--- config.mk ---
export PLATFORM = sky130hd
export DESIGN_NAME = ea_gen
export DESIGN_NICKNAME = d
export VERILOG_FILES = /design/src/rtl/ea_gen_pkg.sv /design/src/rtl/ea_ext_decode.sv /design/src/rtl/ea_index_scale.sv /design/src/rtl/ea_step_adjust.sv /design/src/rtl/ea_gen.sv
export SDC_FILE = /design/constraint.sdc
export NUM_CORES = 1
export LEC_CHECK = 0
export BUFFER_PORTS_ARGS = -buffer_cell sky130_fd_sc_hd__buf_2
export CAP_MARGIN = 20
export CORE_MARGIN = 2
export CORE_UTILIZATION = 40
export DETAILED_ROUTE_END_ITERATION = 16
export SLEW_MARGIN = 20
export SYNTH_ARGS = -nofsm -noshare
export SYNTH_HDL_FRONTEND = slang
export SYNTH_SLANG_ARGS = --single-unit
--- constraint.sdc ---
create_clock -name clk -period 6.76 [get_ports clk]
set_input_delay 1.014 -clock clk [delete_from_list [all_inputs] [get_ports clk]]
set_output_delay 1.014 -clock clk [all_outputs]
set_load 0.02 [all_outputs]
--- src/rtl/ea_gen_pkg.sv ---
`timescale 1ns/1ps
package ea_gen_pkg;

    typedef enum logic [2:0] {
        EA_DREG    = 3'b000,
        EA_AREG    = 3'b001,
        EA_IND     = 3'b010,
        EA_POSTINC = 3'b011,
        EA_PREDEC  = 3'b100,
        EA_DISP    = 3'b101,
        EA_INDEX   = 3'b110,
        EA_RSVD    = 3'b111
    } ea_mode_e;

    typedef enum logic [1:0] {
        SZ_BYTE = 2'b00,
        SZ_WORD = 2'b01,
        SZ_LONG = 2'b10,
        SZ_ALT  = 2'b11
    } op_size_e;

    // Extension word layout, msb first
    typedef struct packed {
        logic       idx_is_addr;
        logic [2:0] idx_num;
        logic       idx_long;
        logic [1:0] scale;
        logic       rsvd;
        logic [7:0] disp;
    } ext_fields_t;

    localparam logic [1:0] SCALE_BAD = 2'b11;

    function automatic logic [2:0] step_of(input logic [1:0] sz);
        case (sz)
            SZ_BYTE: step_of = 3'd1;
            SZ_WORD: step_of = 3'd2;
            default: step_of = 3'd4;
        endcase
    endfunction

endpackage

--- src/rtl/ea_ext_decode.sv ---
`timescale 1ns/1ps
module ea_ext_decode
    import ea_gen_pkg::*;
#(
    parameter int ADDR_W = 32
) (
    input  logic [15:0]       ext_word,
    output ext_fields_t       fields,
    output logic              fmt_err,
    output logic [ADDR_W-1:0] disp8_sx,
    output logic [ADDR_W-1:0] disp16_sx
);
    assign fields    = ext_fields_t'(ext_word);
    assign disp8_sx  = {{(ADDR_W-8){fields.disp[7]}}, fields.disp};
    assign disp16_sx = {{(ADDR_W-16){ext_word[15]}}, ext_word};

    always_comb begin
        fmt_err = 1'b0;
        if (!fields.idx_long)         fmt_err = 1'b1;
        if (fields.scale == SCALE_BAD) fmt_err = 1'b1;
        if (fields.rsvd)              fmt_err = 1'b1;
    end
endmodule

--- src/rtl/ea_index_scale.sv ---
`timescale 1ns/1ps
module ea_index_scale #(
    parameter int ADDR_W   = 32,
    parameter int MAX_SHIFT = 2
) (
    input  logic [ADDR_W-1:0] idx_val,
    input  logic [1:0]        scale,
    output logic [ADDR_W-1:0] scaled
);
    localparam int NSEL = MAX_SHIFT + 1;
    logic [ADDR_W-1:0] shifted [NSEL];

    for (genvar s = 0; s < NSEL; s++) begin : g_shift
        assign shifted[s] = idx_val << s;
    end

    always_comb begin
        scaled = shifted[0];
        for (int s = 1; s < NSEL; s++) begin
            if (int'(scale) == s) scaled = shifted[s];
        end
    end
endmodule

--- src/rtl/ea_step_adjust.sv ---
`timescale 1ns/1ps
module ea_step_adjust
    import ea_gen_pkg::*;
#(
    parameter int ADDR_W = 32
) (
    input  logic [ADDR_W-1:0] base,
    input  logic [1:0]        size,
    output logic [ADDR_W-1:0] inc_val,
    output logic [ADDR_W-1:0] dec_val
);
    logic [ADDR_W-1:0] step;
    assign step    = {{(ADDR_W-3){1'b0}}, step_of(size)};
    assign inc_val = base + step;
    assign dec_val = base - step;
endmodule

--- src/rtl/ea_gen.sv ---
`timescale 1ns/1ps
module ea_gen
    import ea_gen_pkg::*;
#(
    parameter int ADDR_W = 32
) (
    input  logic              clk,
    input  logic              rst,
    input  logic              req_valid,
    input  logic [2:0]        mode,
    input  logic [2:0]        reg_num,
    input  logic [1:0]        op_size,
    input  logic [ADDR_W-1:0] areg_val,
    input  logic [ADDR_W-1:0] idx_val,
    input  logic [15:0]       ext_word,
    output logic [3:0]        idx_reg,
    output logic              out_valid,
    output logic [ADDR_W-1:0] out_ea,
    output logic              out_is_reg,
    output logic              out_wb_en,
    output logic [ADDR_W-1:0] out_wb_val,
    output logic [2:0]        out_wb_reg,
    output logic              out_err
);
    ext_fields_t       fields;
    logic              fmt_err;
    logic [ADDR_W-1:0] disp8_sx, disp16_sx, idx_scaled, inc_val, dec_val;

    ea_ext_decode #(.ADDR_W(ADDR_W)) u_ext (
        .ext_word (ext_word),
        .fields   (fields),
        .fmt_err  (fmt_err),
        .disp8_sx (disp8_sx),
        .disp16_sx(disp16_sx)
    );

    ea_index_scale #(.ADDR_W(ADDR_W), .MAX_SHIFT(2)) u_scale (
        .idx_val(idx_val),
        .scale  (fields.scale),
        .scaled (idx_scaled)
    );

    ea_step_adjust #(.ADDR_W(ADDR_W)) u_step (
        .base   (areg_val),
        .size   (op_size),
        .inc_val(inc_val),
        .dec_val(dec_val)
    );

    assign idx_reg = {fields.idx_is_addr, fields.idx_num};

    ea_mode_e          mode_e;
    logic [ADDR_W-1:0] nxt_ea, nxt_wb_val;
    logic              nxt_is_reg, nxt_wb_en, nxt_err;

    assign mode_e = ea_mode_e'(mode);

    always_comb begin
        nxt_ea     = '0;
        nxt_wb_val = '0;
        nxt_is_reg = 1'b0;
        nxt_wb_en  = 1'b0;
        nxt_err    = 1'b0;
        if (req_valid) begin
            case (mode_e)
                EA_DREG, EA_AREG: nxt_is_reg = 1'b1;
                EA_IND:           nxt_ea = areg_val;
                EA_POSTINC: begin
                    nxt_ea     = areg_val;
                    nxt_wb_val = inc_val;
                    nxt_wb_en  = 1'b1;
                end
                EA_PREDEC: begin
                    nxt_ea     = dec_val;
                    nxt_wb_val = dec_val;
                    nxt_wb_en  = 1'b1;
                end
                EA_DISP:          nxt_ea = areg_val + disp16_sx;
                EA_INDEX: begin
                    if (fmt_err) nxt_err = 1'b1;
                    else         nxt_ea  = areg_val + disp8_sx + idx_scaled;
                end
                default:          nxt_err = 1'b1;
            endcase
        end
    end

    always_ff @(posedge clk) begin
        if (rst) begin
            out_valid  <= 1'b0;
            out_ea     <= '0;
            out_is_reg <= 1'b0;
            out_wb_en  <= 1'b0;
            out_wb_val <= '0;
            out_wb_reg <= '0;
            out_err    <= 1'b0;
        end else begin
            out_valid  <= req_valid;
            out_ea     <= nxt_ea;
            out_is_reg <= nxt_is_reg;
            out_wb_en  <= nxt_wb_en;
            out_wb_val <= nxt_wb_val;
            out_wb_reg <= req_valid ? reg_num : 3'd0;
            out_err    <= nxt_err;
        end
    end


    err_blocks_wb_chk: assert property (@(posedge clk) disable iff (rst)
        out_err |-> (!out_wb_en && out_ea == '0));


    reg_operand_chk: assert property (@(posedge clk) disable iff (rst)
        out_is_reg |-> (!out_wb_en && !out_err && out_ea == '0));


    latency_chk: assert property (@(posedge clk) disable iff (rst)
        req_valid |=> out_valid);


    postinc_step_chk: assert property (@(posedge clk) disable iff (rst)
        (req_valid && mode == EA_POSTINC) |=>
            (out_wb_en && out_ea == $past(areg_val)
             && out_wb_val == out_ea + ADDR_W'(step_of($past(op_size)))));


    predec_step_chk: assert property (@(posedge clk) disable iff (rst)
        (req_valid && mode == EA_PREDEC) |=>
            (out_wb_en && out_wb_val == out_ea
             && out_ea == $past(areg_val) - ADDR_W'(step_of($past(op_size)))));


    rsvd_mode_chk: assert property (@(posedge clk) disable iff (rst)
        (req_valid && mode == EA_RSVD) |=> out_err);
endmodule

==> flow_summary_export.csv <==
group,metric,value,unit
status,status,"completed",
synth,ys_top_cells_by_area,"dfxtp_1 (16%), ha_1 (9.7%), fa_1 (8.1%)",
routing,vias_per_cell,6.01,
clock_network,cts.clk_slew.worst_paths,0.06,ns
synth,yosysSeqAreaShare,16.5,%
layout,area_growth,14.8,%
timing,tns,0,ns
place,place_hpwl,23400,um
worst_setup_path,crit_required,6.97,ns
routing,wire_per_inst,19.0,um
place,place_congestion,0.947,
global_routing,grt_first_pass_wirelength,45200,um
pwr,power_frac_comb,50.4,%
worst_hold_path,min_from,"reg_num[1]",
worst_hold_path,hold_end,"out_wb_reg[1]",
pwr,power.switching,0.794,mW
synth,ys_seq_elements,71,
clock_network,root_buffer,"clkbuf_16",
clock_network,cts_buffer_depth,2,
pwr,power_density,196,mW/mm^2
worst_setup_path,worstPathMaxFanout,21,
die,die_h,151,um
die,initial_core_util,41.0,%
routing,wirelength,29400,um
routing,drc,0,
die,die_w,151,um
clock_network,cts_setup_buffers,0,
pwr,swShare,41.0,%
worst_setup_path,critPathSlowestCell,"a311oi_1",
worst_setup_path,cp_cell_sequence,"buf_2, nand2b_1, buf_4, nand3_1, o21ai_0, fa_1, ha_1, fa_1, a21oi_1, nor2b_1, a31o_2, a311oi_1, o41ai_1, a21oi_1, xnor2_1, a221oi_1, a31oi_1",
timing,fin_crit_sh,80.7,%
layout,diodes,0,
layout,fillers,2202,
global_routing,grt_overflow_total,0,
timing,hold_ws,0.872,ns
routing,antenna_left,0,
global_routing,antenna_found_initial,0,
place,dpl_cell_area,0.00959,mm^2
worst_setup_path,arrival,5.67,ns
timing,fin_crit,5.45,ns
pwr,ir_drop,130,uV
synth,synthAdderAreaFrac,17.8,%
global_routing,grt_usage,25.4,%
clock_network,cts_tree,"built",
die,die_area,0.0228,mm^2
clock_network,hold_buffers,0,
die,row_count,53,
clock_network,cts_max_level,3,
die,core_area,0.0211,mm^2
timing,setup_viol_count_final,0,
clock_network,cts_sinks,71,
synth,synth-simple-area-share,21.9,%
layout,drive_above_1_share,17.0,%
synth,async_flop_share,0,%
worst_setup_path,critPathKind,"input pin to register",
worst_setup_path,max_stage_delay,0.60,ns
global_routing,grt_max_degree,37,
layout,stdcell_area,0.00991,mm^2
place,port_buffers,165,
job,cap_violations,0,
routing,route.vias.total,9323,
synth,synthMuxAreaShare,1.09,%
synth,synth_warnings,0,
synth,syn_inst,1160,
layout,final_nets,1464,
clock_network,post_cts_resized,0,
pwr,p_int,1.14,mW
timing,slew_headroom,38.7,%
worst_hold_path,min_path_type,"input pin to register",
synth,synth_top_family_by_area,"compound AO/OA/AOI/OAI gates",
pwr,clkPwrFrac,27.0,%
clock_network,cts-buffers-inserted,9,
synth,synth_most_common_cell,"nor2_1",
worst_hold_path,hold_depth,2,
synth,synth_top_area_share,16.5,%
timing,rsz0062_at_grt,"false",
worst_setup_path,startpoint_type,"input pin",
synth,synth_compound_area_share,31.0,%
pwr,p_leak,4.26,nW
die,ioPinCount,166,
synth,ys_types,70,
synth,synth-edff-count,0,
worst_setup_path,critPathCaptureType,"register",
synth,syn_area,0.00864,mm^2
synth,syn_avg_cell_area,7.44,um^2
synth,synth_nets,1353,
timing,max_freq,0.183,GHz
routing,drt-initial-drc-count,692,
synth,synthXorXnorAreaFrac,6.49,%
timing,worstMarginPinSlew,0.917,ns
synth,yosysTopAreaCell,"dfxtp_1",
synth,synth_common_cells,"nor2_1 (143), a21oi_1 (107), nand2_1 (85)",
synth,synthFlopType,"dfxtp_1",
timing,drv_slew,0,
routing,dr.pass1.iters,7,
global_routing,grt_pass1_vias,8062,
timing,hold_viol,0,
pwr,seqPwrFrac,22.5,%
## how the worst max path moves through the flow
stage | cells past startpoint | startpoint | end
after floorplan | 18 | ext_word[10] | out_ea[21]
after global placement | 17 | ext_word[10] | out_ea[27]
after detailed placement | 17 | ext_word[10] | out_ea[27]
after CTS | 17 | ext_word[10] | out_ea[27]
after global routing | 17 | ext_word[10] | out_ea[27]
final | 17 | ext_word[10] | out_ea[27]
## placed cells by master (no fill, tap or decap), types with 10 or more instances in the layout
cell        n
a21oi_1   107
nor3_1     23
nand2b_1   24
o211ai_1   11
nor2_1    142
xor2_1     26
a31oi_1    23
buf_2     165
o21ai_0    73
a21o_1     32
nor2b_1    10
nand2_1    85
and3_1     22
dfxtp_1    71
a22oi_1    12
a221oi_1   21
fa_1       35
ha_1       67
buf_4      13
xnor2_1    38
nand4_1    12
a211oi_1   24
inv_1      33
o22ai_1    30
nand3_1    28
## worst max-delay path: cells and delay by family
kind	cells	cell delay (ns)
compound gates	8	2.14
fa+ha+maj	3	1.16
buf+inv	2	0.63
simple gates	3	0.60
xor+xnor	1	0.12
## cell type report
| cell class | count | area (um^2) | area share [%] |
|---|---|---|---|
| inverter | 33 | 124 | 1.25 |
| timing repair buffer | 178 | 923 | 9.32 |
| tap | 275 | 344 | 3.47 |
| sequential | 71 | 1420 | 14.3 |
| multi-input combinational | 978 | 6770 | 68.3 |
| clock buffer | 11 | 243 | 2.45 |
| clock inverter | 5 | 81.3 | 0.821 |
## metrics by stage
stage          worst slack, ns  total power, mW  utilization (%)  std cells
2_1_floorplan             1.56             1.13                -       1160
3_3_place_gp              1.08             1.39             45.5       1535
3_5_place_dp             0.969             1.40             45.5       1535
4_1_cts                   1.34             1.93             47.0       1551
5_1_grt                   1.02             2.07             47.0       1551
6_report                  1.31             1.94             47.0       1551
## power by group through the flow
stage | sequential [mW] | combinational (mW) | clock, mW
after CTS | 0.437 | 0.959 | 0.532
after detailed placement | 0.446 | 0.952 | 0
after floorplan | 0.464 | 0.668 | 0
after global placement | 0.447 | 0.945 | 0
final | 0.437 | 0.977 | 0.524
after global routing | 0.438 | 1.08 | 0.554
## layer usage
layer  global-route usage [%]  wire, um  up-vias
met5                        0         0        -
li1                         -         -     4530
met1                     40.8     14800     4357
met2                     35.5     11800      406
met3                     3.19      2350       30
met4                     5.75       498        0
## cells by family (layout without fill, tap and decap cells)
family	Yosys count	in the layout
DFF	71	71
AOI/OAI and AO/OA	410	410
buffers and inverters	111	227
adders and majority gates	102	102
muxes	9	9
xor gates and xnor gates	64	64
and+or+nand+nor	393	393
Note: power is estimated with default switching activity, not from simulation.
